`config.mk`:
```
export PLATFORM = sky130hd
export DESIGN_NAME = pulse_led_ctrl
export DESIGN_NICKNAME = d
export VERILOG_FILES = /design/src/rtl/pulse_led_pkg.sv /design/src/rtl/pl_line_filter.sv /design/src/rtl/pl_frame_ctrl.sv /design/src/rtl/pl_drive_decode.sv /design/src/rtl/pulse_led_ctrl.sv
export SDC_FILE = /design/constraint.sdc
export NUM_CORES = 1
export LEC_CHECK = 0
export BUFFER_PORTS_ARGS = -buffer_cell sky130_fd_sc_hd__buf_2
export CAP_MARGIN = 10
export CORE_MARGIN = 4
export CORE_UTILIZATION = 62
export CTS_CLUSTER_DIAMETER = 50
export CTS_CLUSTER_SIZE = 25
export DETAILED_ROUTE_END_ITERATION = 8
export HOLD_SLACK_MARGIN = 0.08
export PLACE_DENSITY = 0.88
export SLEW_MARGIN = 10
export SYNTH_ARGS = -nofsm -noshare
export SYNTH_HDL_FRONTEND = slang
export SYNTH_SLANG_ARGS = --single-unit
```
`constraint.sdc`:
```
create_clock -name clk -period 3.16 [get_ports clk]
set_clock_uncertainty 0.2 [all_clocks]
set_input_delay 0.632 -clock clk [delete_from_list [all_inputs] [get_ports clk]]
set_output_delay 0.632 -clock clk [all_outputs]
set_load 0.05 [all_outputs]
```
`src/rtl/pulse_led_pkg.sv`:
```
package pulse_led_pkg;

    localparam int ICON_LEVELS = 4;
    localparam int BL_STEPS    = 16;
    localparam int MAX_COUNT   = ICON_LEVELS + BL_STEPS;
    localparam int CNT_W       = $clog2(MAX_COUNT + 1);
    localparam int LVL_W       = $clog2(ICON_LEVELS);
    localparam int STEP_W      = $clog2(BL_STEPS);

    typedef logic [CNT_W-1:0] count_t;

    typedef struct packed {
        logic              conv_en;
        logic              led1_on;
        logic              led2_on;
        logic              icon_mode;
        logic [LVL_W-1:0]  icon_level;
        logic [STEP_W-1:0] led_step;
    } drive_t;

    // Map a stored pulse count onto the drive settings.
    function automatic drive_t decode_count(input count_t n);
        drive_t d;
        d = '0;
        if (n == '0) begin
            d = '0;
        end else if (n <= count_t'(ICON_LEVELS)) begin
            d.icon_mode  = 1'b1;
            d.led2_on    = 1'b1;
            d.icon_level = LVL_W'(n - count_t'(1));
        end else begin
            d.conv_en  = 1'b1;
            d.led1_on  = 1'b1;
            d.led2_on  = 1'b1;
            d.led_step = STEP_W'(n - count_t'(ICON_LEVELS + 1));
        end
        return d;
    endfunction

endpackage

```
`src/rtl/pl_line_filter.sv`:
```
module pl_line_filter #(
    parameter int SYNC_STAGES = 2,
    parameter int FILT_CYC    = 4
) (
    input  logic clk,
    input  logic rst,
    input  logic raw_in,
    output logic line_f
);
    localparam int FW = $clog2(FILT_CYC + 1);

    logic [SYNC_STAGES-1:0] chain;
    logic [FW-1:0]          run;

    // Synchroniser chain, one flop per stage.
    genvar g;
    generate
        for (g = 0; g < SYNC_STAGES; g++) begin : g_sync
            if (g == 0) begin : g_first
                always_ff @(posedge clk) begin
                    if (rst) chain[0] <= 1'b0;
                    else     chain[0] <= raw_in;
                end
            end else begin : g_next
                always_ff @(posedge clk) begin
                    if (rst) chain[g] <= 1'b0;
                    else     chain[g] <= chain[g-1];
                end
            end
        end
    endgenerate

    // Accept a new level only after FILT_CYC consecutive disagreeing samples.
    always_ff @(posedge clk) begin
        if (rst) begin
            line_f <= 1'b0;
            run    <= '0;
        end else if (chain[SYNC_STAGES-1] == line_f) begin
            run <= '0;
        end else if (run == FW'(FILT_CYC - 1)) begin
            line_f <= chain[SYNC_STAGES-1];
            run    <= '0;
        end else begin
            run <= run + FW'(1);
        end
    end
endmodule

```
`src/rtl/pl_frame_ctrl.sv`:
```
module pl_frame_ctrl
    import pulse_led_pkg::*;
#(
    parameter int STORE_CYC = 64,
    parameter int OFF_CYC   = 32
) (
    input  logic   clk,
    input  logic   rst,
    input  logic   line_f,
    output count_t reg_q
);
    localparam int HW = $clog2(STORE_CYC + 1);
    localparam int LW = $clog2(OFF_CYC + 1);

    logic          line_prev;
    logic          frame_open;
    count_t        pulse_cnt;
    logic [HW-1:0] high_run;
    logic [LW-1:0] low_run;
    logic          rise, commit, expire;

    assign rise   = line_f & ~line_prev;
    assign commit = line_f & frame_open & (high_run == HW'(STORE_CYC - 1));
    assign expire = ~line_f & (low_run == LW'(OFF_CYC - 1));

    always_ff @(posedge clk) begin
        if (rst) begin
            line_prev  <= 1'b0;
            frame_open <= 1'b0;
            pulse_cnt  <= '0;
            high_run   <= '0;
            low_run    <= '0;
            reg_q      <= '0;
        end else begin
            line_prev <= line_f;
            // Phase timers.
            if (line_f) begin
                low_run <= '0;
                if (high_run != HW'(STORE_CYC)) high_run <= high_run + HW'(1);
            end else begin
                high_run <= '0;
                if (low_run != LW'(OFF_CYC)) low_run <= low_run + LW'(1);
            end
            // Pulse counting: the first rise of a frame restarts at one.
            if (rise) begin
                if (!frame_open) begin
                    pulse_cnt  <= count_t'(1);
                    frame_open <= 1'b1;
                end else if (pulse_cnt != count_t'(MAX_COUNT)) begin
                    pulse_cnt <= pulse_cnt + count_t'(1);
                end
            end
            // Store after the high hold.
            if (commit) begin
                reg_q      <= pulse_cnt;
                frame_open <= 1'b0;
            end
            // Long low: full shutdown.
            if (expire) begin
                reg_q      <= '0;
                pulse_cnt  <= '0;
                frame_open <= 1'b0;
            end
        end
    end
endmodule

```
`src/rtl/pl_drive_decode.sv`:
```
module pl_drive_decode
    import pulse_led_pkg::*;
(
    input  logic   line_f,
    input  count_t reg_q,
    output drive_t drive
);
    always_comb begin
        if (line_f) drive = decode_count(reg_q);
        else        drive = '0;
    end
endmodule

```
`src/rtl/pulse_led_ctrl.sv`:
```
module pulse_led_ctrl
    import pulse_led_pkg::*;
#(
    parameter int SYNC_STAGES = 2,
    parameter int FILT_CYC    = 4,
    parameter int STORE_CYC   = 64,
    parameter int OFF_CYC     = 32
) (
    input  logic              clk,
    input  logic              rst,
    input  logic              ctl_in,
    output logic              conv_en,
    output logic              led1_on,
    output logic              led2_on,
    output logic              icon_mode,
    output logic [LVL_W-1:0]  icon_level,
    output logic [STEP_W-1:0] led_step
);
    logic   line_f;
    count_t reg_q;
    drive_t drive;

    pl_line_filter #(.SYNC_STAGES(SYNC_STAGES), .FILT_CYC(FILT_CYC)) u_filter (
        .clk(clk), .rst(rst), .raw_in(ctl_in), .line_f(line_f)
    );

    pl_frame_ctrl #(.STORE_CYC(STORE_CYC), .OFF_CYC(OFF_CYC)) u_frame (
        .clk(clk), .rst(rst), .line_f(line_f), .reg_q(reg_q)
    );

    pl_drive_decode u_decode (
        .line_f(line_f), .reg_q(reg_q), .drive(drive)
    );

    assign conv_en    = drive.conv_en;
    assign led1_on    = drive.led1_on;
    assign led2_on    = drive.led2_on;
    assign icon_mode  = drive.icon_mode;
    assign icon_level = drive.icon_level;
    assign led_step   = drive.led_step;
endmodule

```
==> impl_metrics.py, run 1 <==
metrics = {
    "status": {
        "outcome": "complete, no violations",
    },
    "clock_network": {
        "clock_tree.root_cell": "clkbuf_4",
        "cts_tree": "yes",
        "h-tree-depth": 2,
        "hold_buffers": 0,
        "insertion_delay_ns": 0.33,
        "post_cts_buffers": 0,
        "cts_made_buffers": 5,
        "cts.sink_count": 31,
        "ctsResizeCount": 0,
        "clk_path_buf_depth": 2,
        "clkTransAtPathRegs_ns": 0.10,
    },
    "setup_path": {
        "arrival_ns": 1.89,
        "crit_chain": "inv_1 -> ha_1 -> nor2b_1 -> o31ai_1 -> inv_1 -> buf_2",
        "critPathTopFamily": "compound AO/OA/AOI/OAI gates",
        "max_stage_delay_ns": 0.51,
        "critPathBufInv": 3,
        "required_ns": 2.33,
        "start_kind": "flip-flop",
        "cp_max_fo": 5,
        "criticalPathCategory": "reg -> out",
        "cpMostUsedCell": "inv_1",
        "cp-end-kind": "output pin",
        "cp_slowest_cell": "o31ai_1",
    },
    "synth": {
        "syn_area_um2": 1560,
        "synth-async-reset-ratio": 0,
        "synthFlopType": "dfxtp_1",
        "synth_compound_area_frac": 0.146,
        "synthSimpleGateAreaFrac": 0.254,
        "synthesis.nets": 197,
        "synthAdderAreaFrac": 0.0800,
        "synth_area_leaders": "dfxtp_1 40%, ha_1 8.0%, nand3_1 4.2%, nor2_1 4.1%, a21oi_1 3.8%",
        "yosysTopAreaCell": "dfxtp_1",
        "synth_top_family_by_area": "simple AND/OR/NAND/NOR gates",
        "ys_ff_latch": 31,
        "synthTopCellsByCount": "31 x dfxtp_1, 17 x nor2_1, 16 x inv_1, 13 x nand3_1, 12 x a21oi_1",
        "ys_warn_count": 0,
        "netlist_instances": 184,
        "synthMuxAreaShare": 0.0128,
        "yosysUniqueCellTypes": 40,
        "synth-edff-count": 0,
        "synthXorXnorAreaFrac": 0.0504,
        "post-synth-top-count-cell": "dfxtp_1",
        "yosysTopAreaCellShare": 0.397,
        "ys_seq_area_frac": 0.397,
        "postSynthAreaPerCell_um2": 8.50,
    },
    "layout": {
        "antenna_cells": 0,
        "final_core_util": 0.741,
        "synthToLayoutAreaGrowth_pct": 8.88,
        "layout.nets": 210,
        "drive_gt1_frac": 0.116,
    },
    "global_routing": {
        "grt_pass1_wl_um": 5050,
        "grt_max_degree": 14,
        "grt_usage": 0.197,
        "gr-total-overflow": 0,
        "grt_antenna_before_repair": 0,
        "grt_pass1_vias": 1172,
    },
    "sta": {
        "fin_setup_tns_ns": 0,
        "worst_hold_slack_ns": 0.227,
        "slew_headroom": 0.591,
        "rsz0062_at_grt": "false",
        "finalWorstSetupSlack_ns": 0.434,
        "clock.fmax_ghz": 0.367,
        "maxSlewViolCount": 0,
        "setup-violations-final": 0,
        "tightest_slew_ns": 0.608,
        "hold_viol_final": 0,
        "fin_crit_ns": 2.73,
        "period_share": 0.863,
    },
    "power": {
        "leakagePower_nw": 0.668,
        "p_per_area_nw_per_um2": 403,
        "irDropWorstVdd_v": 0.000401,
        "total_power_mw": 0.686,
    },
    "die": {
        "die-height_um": 58.2,
        "rows": 17,
        "coreArea_um2": 2300,
        "ios": 13,
        "dieArea_um2": 3390,
        "fp.dieW_um": 58.2,
        "start_util": 0.681,
    },
    "routing": {
        "ant_nets": 0,
        "via_per_inst": 6.02,
        "drt_iter0_markers": 51,
        "vias": 1361,
        "drc": 0,
        "wire_per_inst_um": 13.4,
        "drt-total-wl_um": 3020,
        "drt-pass1-iter-count": 6,
    },
    "place": {
        "pre_cts_slack_ns": 0.787,
        "place_congestion": 0.825,
        "io_buffers": 12,
        "dp_hpwl_um": 2270,
    },
    "hold_path": {
        "hold_path.class": "reg -> reg",
    },
    "run": {
        "cap_violations": 0,
    },
}
sequential cells by signal, summed over array words and instances, names as in the netlist:
register / flops
u_frame.high_run: 7
u_frame.low_run: 6
u_frame.pulse_cnt: 5
u_frame.reg_q: 5
u_filter.run: 3
u_filter.chain: 2
u_filter.line_f: 1
u_frame.frame_open: 1
u_frame.line_prev: 1
metrics by stage:
stage                     area (um^2)  std cells
after floorplan                  1560        184
after global placement           1630        218
after detailed placement         1630        218
after CTS                        1700        226
after global routing             1700        226
final                            1700        226
where the power goes:
group,internal [mW],total (mW),switching [mW]
combinational,0.0116,0.0253,0.0137
clock,0.131,0.260,0.130
sequential,0.395,0.401,0.00549
total,0.538,0.686,0.149
routing by layer:
layer	GRT usage	vias up	share of wire
met1	0.239	644	0.43
met4	0.0894	0	0.020
met3	0.0601	9	0.054
met5	0	-	0
met2	0.318	39	0.49
li1	-	669	-
worst register-to-register path, cell delays in order, from the launching register on:
cell and delay, ns:
dfxtp_1 0.36, inv_1 0.08, ha_1 0.15, or4b_2 0.62, o21ai_0 0.19, a21oi_1 0.09
cells in the final DEF (no fill, tap or decap), drive strengths merged:
cell     netlist  layout
nor3           4       4
or4b           2       2
mux2i          2       2
a221oi         1       1
o31ai          6       6
nand3         13      13
clkbuf         3       8
and4           1       1
o31a           1       1
xor2           4       4
or2            1       1
and4b          1       1
nand4          2       2
a22oi          1       1
nand3b         3       3
o41ai          1       1
o21ai          9       9
buf            4      13
ha            10      10
and3b          1       1
a311oi         1       1
a21oi         12      12
nand2b         3       3
nor2          17      17
a31oi          2       2
nor4b          1       1
nand2          9       9
nand4b         3       3
o21a           1       1
nor2b          4       4
a211oi         1       1
dfxtp         31      31
or3            6       6
and3           1       1
inv           16      16
xnor2          5       5
o2bb2ai        1       1
final timing paths:
check                startpoint            endpoint  slack (ns)  cells past startpoint
max            u_frame.reg_q[0]             conv_en        0.43                      6
min             u_filter.run[0]     u_filter.run[0]        0.23                      1
max reg2reg  u_frame.low_run[0]  u_frame.low_run[1]        1.36                      5
min reg2reg     u_filter.run[0]     u_filter.run[0]        0.23                      1
kinds of logic after synthesis:
family | count (synthesis)
fa+ha+maj | 10
flops | 31
simple gates | 72
compound gates | 37
xor+xnor | 9
buf+inv | 23
mux | 2
cell type report:
class / instances / area (um^2)
sequential: 31 / 621
tap: 28 / 35.0
fill: 179 / 594
timing repair buffer: 13 / 67.6
clock buffer: 8 / 68.8
inverter: 16 / 60.1
multi-input combinational: 130 / 851
Note: power is estimated with default switching activity, not from simulation.
==> run 2, diff against run 1 <==
--- a/config.mk
+++ b/config.mk
@@ -7,13 +7,14 @@
 export LEC_CHECK = 0
 export BUFFER_PORTS_ARGS = -buffer_cell sky130_fd_sc_hd__buf_2
 export CAP_MARGIN = 10
+export CORE_ASPECT_RATIO = 0.7
 export CORE_MARGIN = 4
-export CORE_UTILIZATION = 62
+export CORE_UTILIZATION = 52
 export CTS_CLUSTER_DIAMETER = 50
 export CTS_CLUSTER_SIZE = 25
 export DETAILED_ROUTE_END_ITERATION = 8
 export HOLD_SLACK_MARGIN = 0.08
-export PLACE_DENSITY = 0.88
+export PLACE_DENSITY = 0.8
 export SLEW_MARGIN = 10
 export SYNTH_ARGS = -nofsm -noshare
 export SYNTH_HDL_FRONTEND = slang
==> constraint.sdc (replaced) <==
create_clock -name clk -period 2.4 [get_ports clk]
set_clock_uncertainty 0.2 [all_clocks]
set_input_delay 0.48 -clock clk [delete_from_list [all_inputs] [get_ports clk]]
set_output_delay 0.48 -clock clk [all_outputs]
set_load 0.05 [all_outputs]
==> run 2 against run 1 <==
Power is 38% higher; via count is 0.37% higher; global-route usage is 0.63 points lower; flip-flop and latch count stayed put; core utilization is 13 points lower; clock power is 50% higher; register-to-register slack worse by 0.76 ns; largest cell class unchanged.
==> impl_metrics.py, run 2 (same netlist as run 1, synthesis figures left out) <==
metrics = {
    "status": {
        "outcome": "complete, no violations",
    },
    "clock_network": {
        "clkTransAtPathRegs_ns": 0.06,
        "clock_tree.root_cell": "clkbuf_8",
        "h-tree-depth": 2,
        "hold_buffers": 0,
        "cts_made_buffers": 5,
        "post_cts_buffers": 0,
        "insertion_delay_ns": 0.28,
        "cts.sink_count": 31,
        "clk_path_buf_depth": 2,
        "cts_tree": "yes",
    },
    "global_routing": {
        "grt_usage": 0.190,
        "grt_pass1_vias": 1230,
        "grt_pass1_wl_um": 5710,
        "grt_max_degree": 14,
        "grt_antenna_before_repair": 0,
        "gr-total-overflow": 0,
    },
    "sta": {
        "finalWorstSetupSlack_ns": 0.0252,
        "maxSlewViolCount": 0,
        "tightest_slew_ns": 0.463,
        "setup-violations-final": 0,
        "clock.fmax_ghz": 0.421,
        "slew_headroom": 0.691,
        "fin_setup_tns_ns": 0,
        "period_share": 0.990,
        "hold_viol_final": 0,
        "fin_crit_ns": 2.37,
    },
    "die": {
        "ios": 13,
        "dieArea_um2": 3960,
        "die-height_um": 53.9,
        "coreArea_um2": 2840,
        "fp.dieW_um": 73.6,
        "rows": 16,
        "start_util": 0.550,
    },
    "power": {
        "p_per_area_nw_per_um2": 543,
        "power.share.combinational": 0.034,
        "irDropWorstVdd_v": 0.000348,
        "power_frac_seq": 0.557,
        "swShare": 0.221,
        "p_switching_mw": 0.210,
        "internal_power_mw": 0.739,
        "pwr-share-clk": 0.409,
        "leakagePower_nw": 0.662,
    },
    "setup_path": {
        "max_stage_delay_ns": 0.39,
        "cp_max_fo": 5,
        "required_ns": 1.72,
        "critPathTopFamily": "flip-flops",
        "cp-end-kind": "output pin",
        "criticalPathCategory": "reg -> out",
        "critPathBufInv": 2,
        "arrival_ns": 1.69,
        "start_kind": "flip-flop",
        "crit_chain": "inv_1 -> ha_1 -> nor2b_1 -> o31ai_2 -> nor2_1 -> buf_4",
        "cp_slowest_cell": "dfxtp_1",
    },
    "hold_path": {
        "hold_path.class": "reg -> reg",
    },
    "layout": {
        "synthToLayoutAreaGrowth_pct": 11.8,
        "regMostFlops": "u_frame.high_run",
        "layout.nets": 210,
        "drive_gt1_frac": 0.116,
        "antenna_cells": 0,
        "layout_commonest_cell": "dfxtp_1",
        "fill_cells": 232,
        "layout_common_cells": "31 x dfxtp_1, 17 x nor2_1, 16 x inv_1",
        "largest_register_ffs": 7,
        "reg_top3": "u_frame.high_run x7, u_frame.low_run x6",
    },
    "routing": {
        "via_per_inst": 5.84,
        "drt-total-wl_um": 3380,
        "wire_per_inst_um": 14.5,
        "drt-pass1-iter-count": 4,
        "vias": 1366,
        "drc": 0,
        "ant_nets": 0,
        "drt_iter0_markers": 111,
    },
    "place": {
        "pre_cts_slack_ns": 0.308,
        "io_buffers": 12,
        "place_congestion": 0.850,
        "dp_hpwl_um": 2380,
    },
    "run": {
        "cap_violations": 0,
    },
}
[run 2: cell types whose count changed in the layout (fill, tap and decap cells not counted), sizes merged]
cell / previous run / this run
buf: 13 / 9
clkbuf: 8 / 11
clkinv: 0 / 1
[run 2: worst register-to-register path, cell delays in order (launching register included)]
cell     delay, ns
dfxtp_1       0.35
inv_1         0.09
ha_1          0.16
or4b_2        0.62
o21ai_0       0.18
a21oi_1       0.09
[run 2: power by group through the flow]
stage,sequential [mW],clock [mW],combinational (mW)
final,0.528,0.389,0.0325
after global routing,0.529,0.430,0.0373
after CTS,0.528,0.399,0.0325
after detailed placement,0.540,0,0.0320
after global placement,0.539,0,0.0297
after floorplan,0.538,0,0.0244
[run 2: final timing paths]
kind | startpoint | to | slack [ns] | cells after the start
max reg2reg | u_frame.low_run[0] | u_frame.low_run[1] | 0.60 | 5
min reg2reg | u_filter.run[0] | u_filter.run[0] | 0.22 | 1
max | u_frame.reg_q[0] | led_step[0] | 0.03 | 6
min | u_filter.run[0] | u_filter.run[0] | 0.22 | 1
[run 2: cell type report]
| cell class | count | area [um^2] | area share |
|---|---|---|---|
| Clock buffer | 7 | 76.3 | 0.0436 |
| Clock inverter | 1 | 5.00 | 0.00286 |
| Inverter | 16 | 60.1 | 0.0343 |
| Multi-Input combinational cell | 130 | 856 | 0.489 |
| Sequential cell | 31 | 621 | 0.355 |
| Tap cell | 36 | 45.0 | 0.0258 |
| Timing Repair Buffer | 13 | 86.3 | 0.0494 |
[run 2: timing repair]
action / in CTS / in global routing
gates cloned: 0 / 0
resized for setup: 1 / 9
setup endpoints to repair: 3 / 6
hold endpoints to repair: 0 / 0
[run 2: stage by stage]
step / power (mW) / area [um^2] / std cells / utilization / hold slack, ns
3_5_place_dp: 0.572 / 1640 / 226 / 0.578 / 0.213
4_1_cts: 0.960 / 1730 / 234 / 0.609 / 0.222
3_3_place_gp: 0.569 / 1640 / 226 / 0.578 / 0.207
6_report: 0.950 / 1750 / 234 / 0.615 / 0.217
5_1_grt: 0.996 / 1750 / 234 / 0.615 / 0.232
2_1_floorplan: 0.562 / 1560 / 184 / - / 0.199
[run 2: metal layers]
metal | share of wire | wire length, um | vias up | GRT usage
met2 | 0.48 | 1620 | 43 | 0.310
met5 | 0 | 0 | - | 0
met1 | 0.46 | 1540 | 647 | 0.246
met4 | 0.0071 | 24 | 0 | 0.0633
li1 | - | - | 671 | -
met3 | 0.058 | 196 | 5 | 0.0504
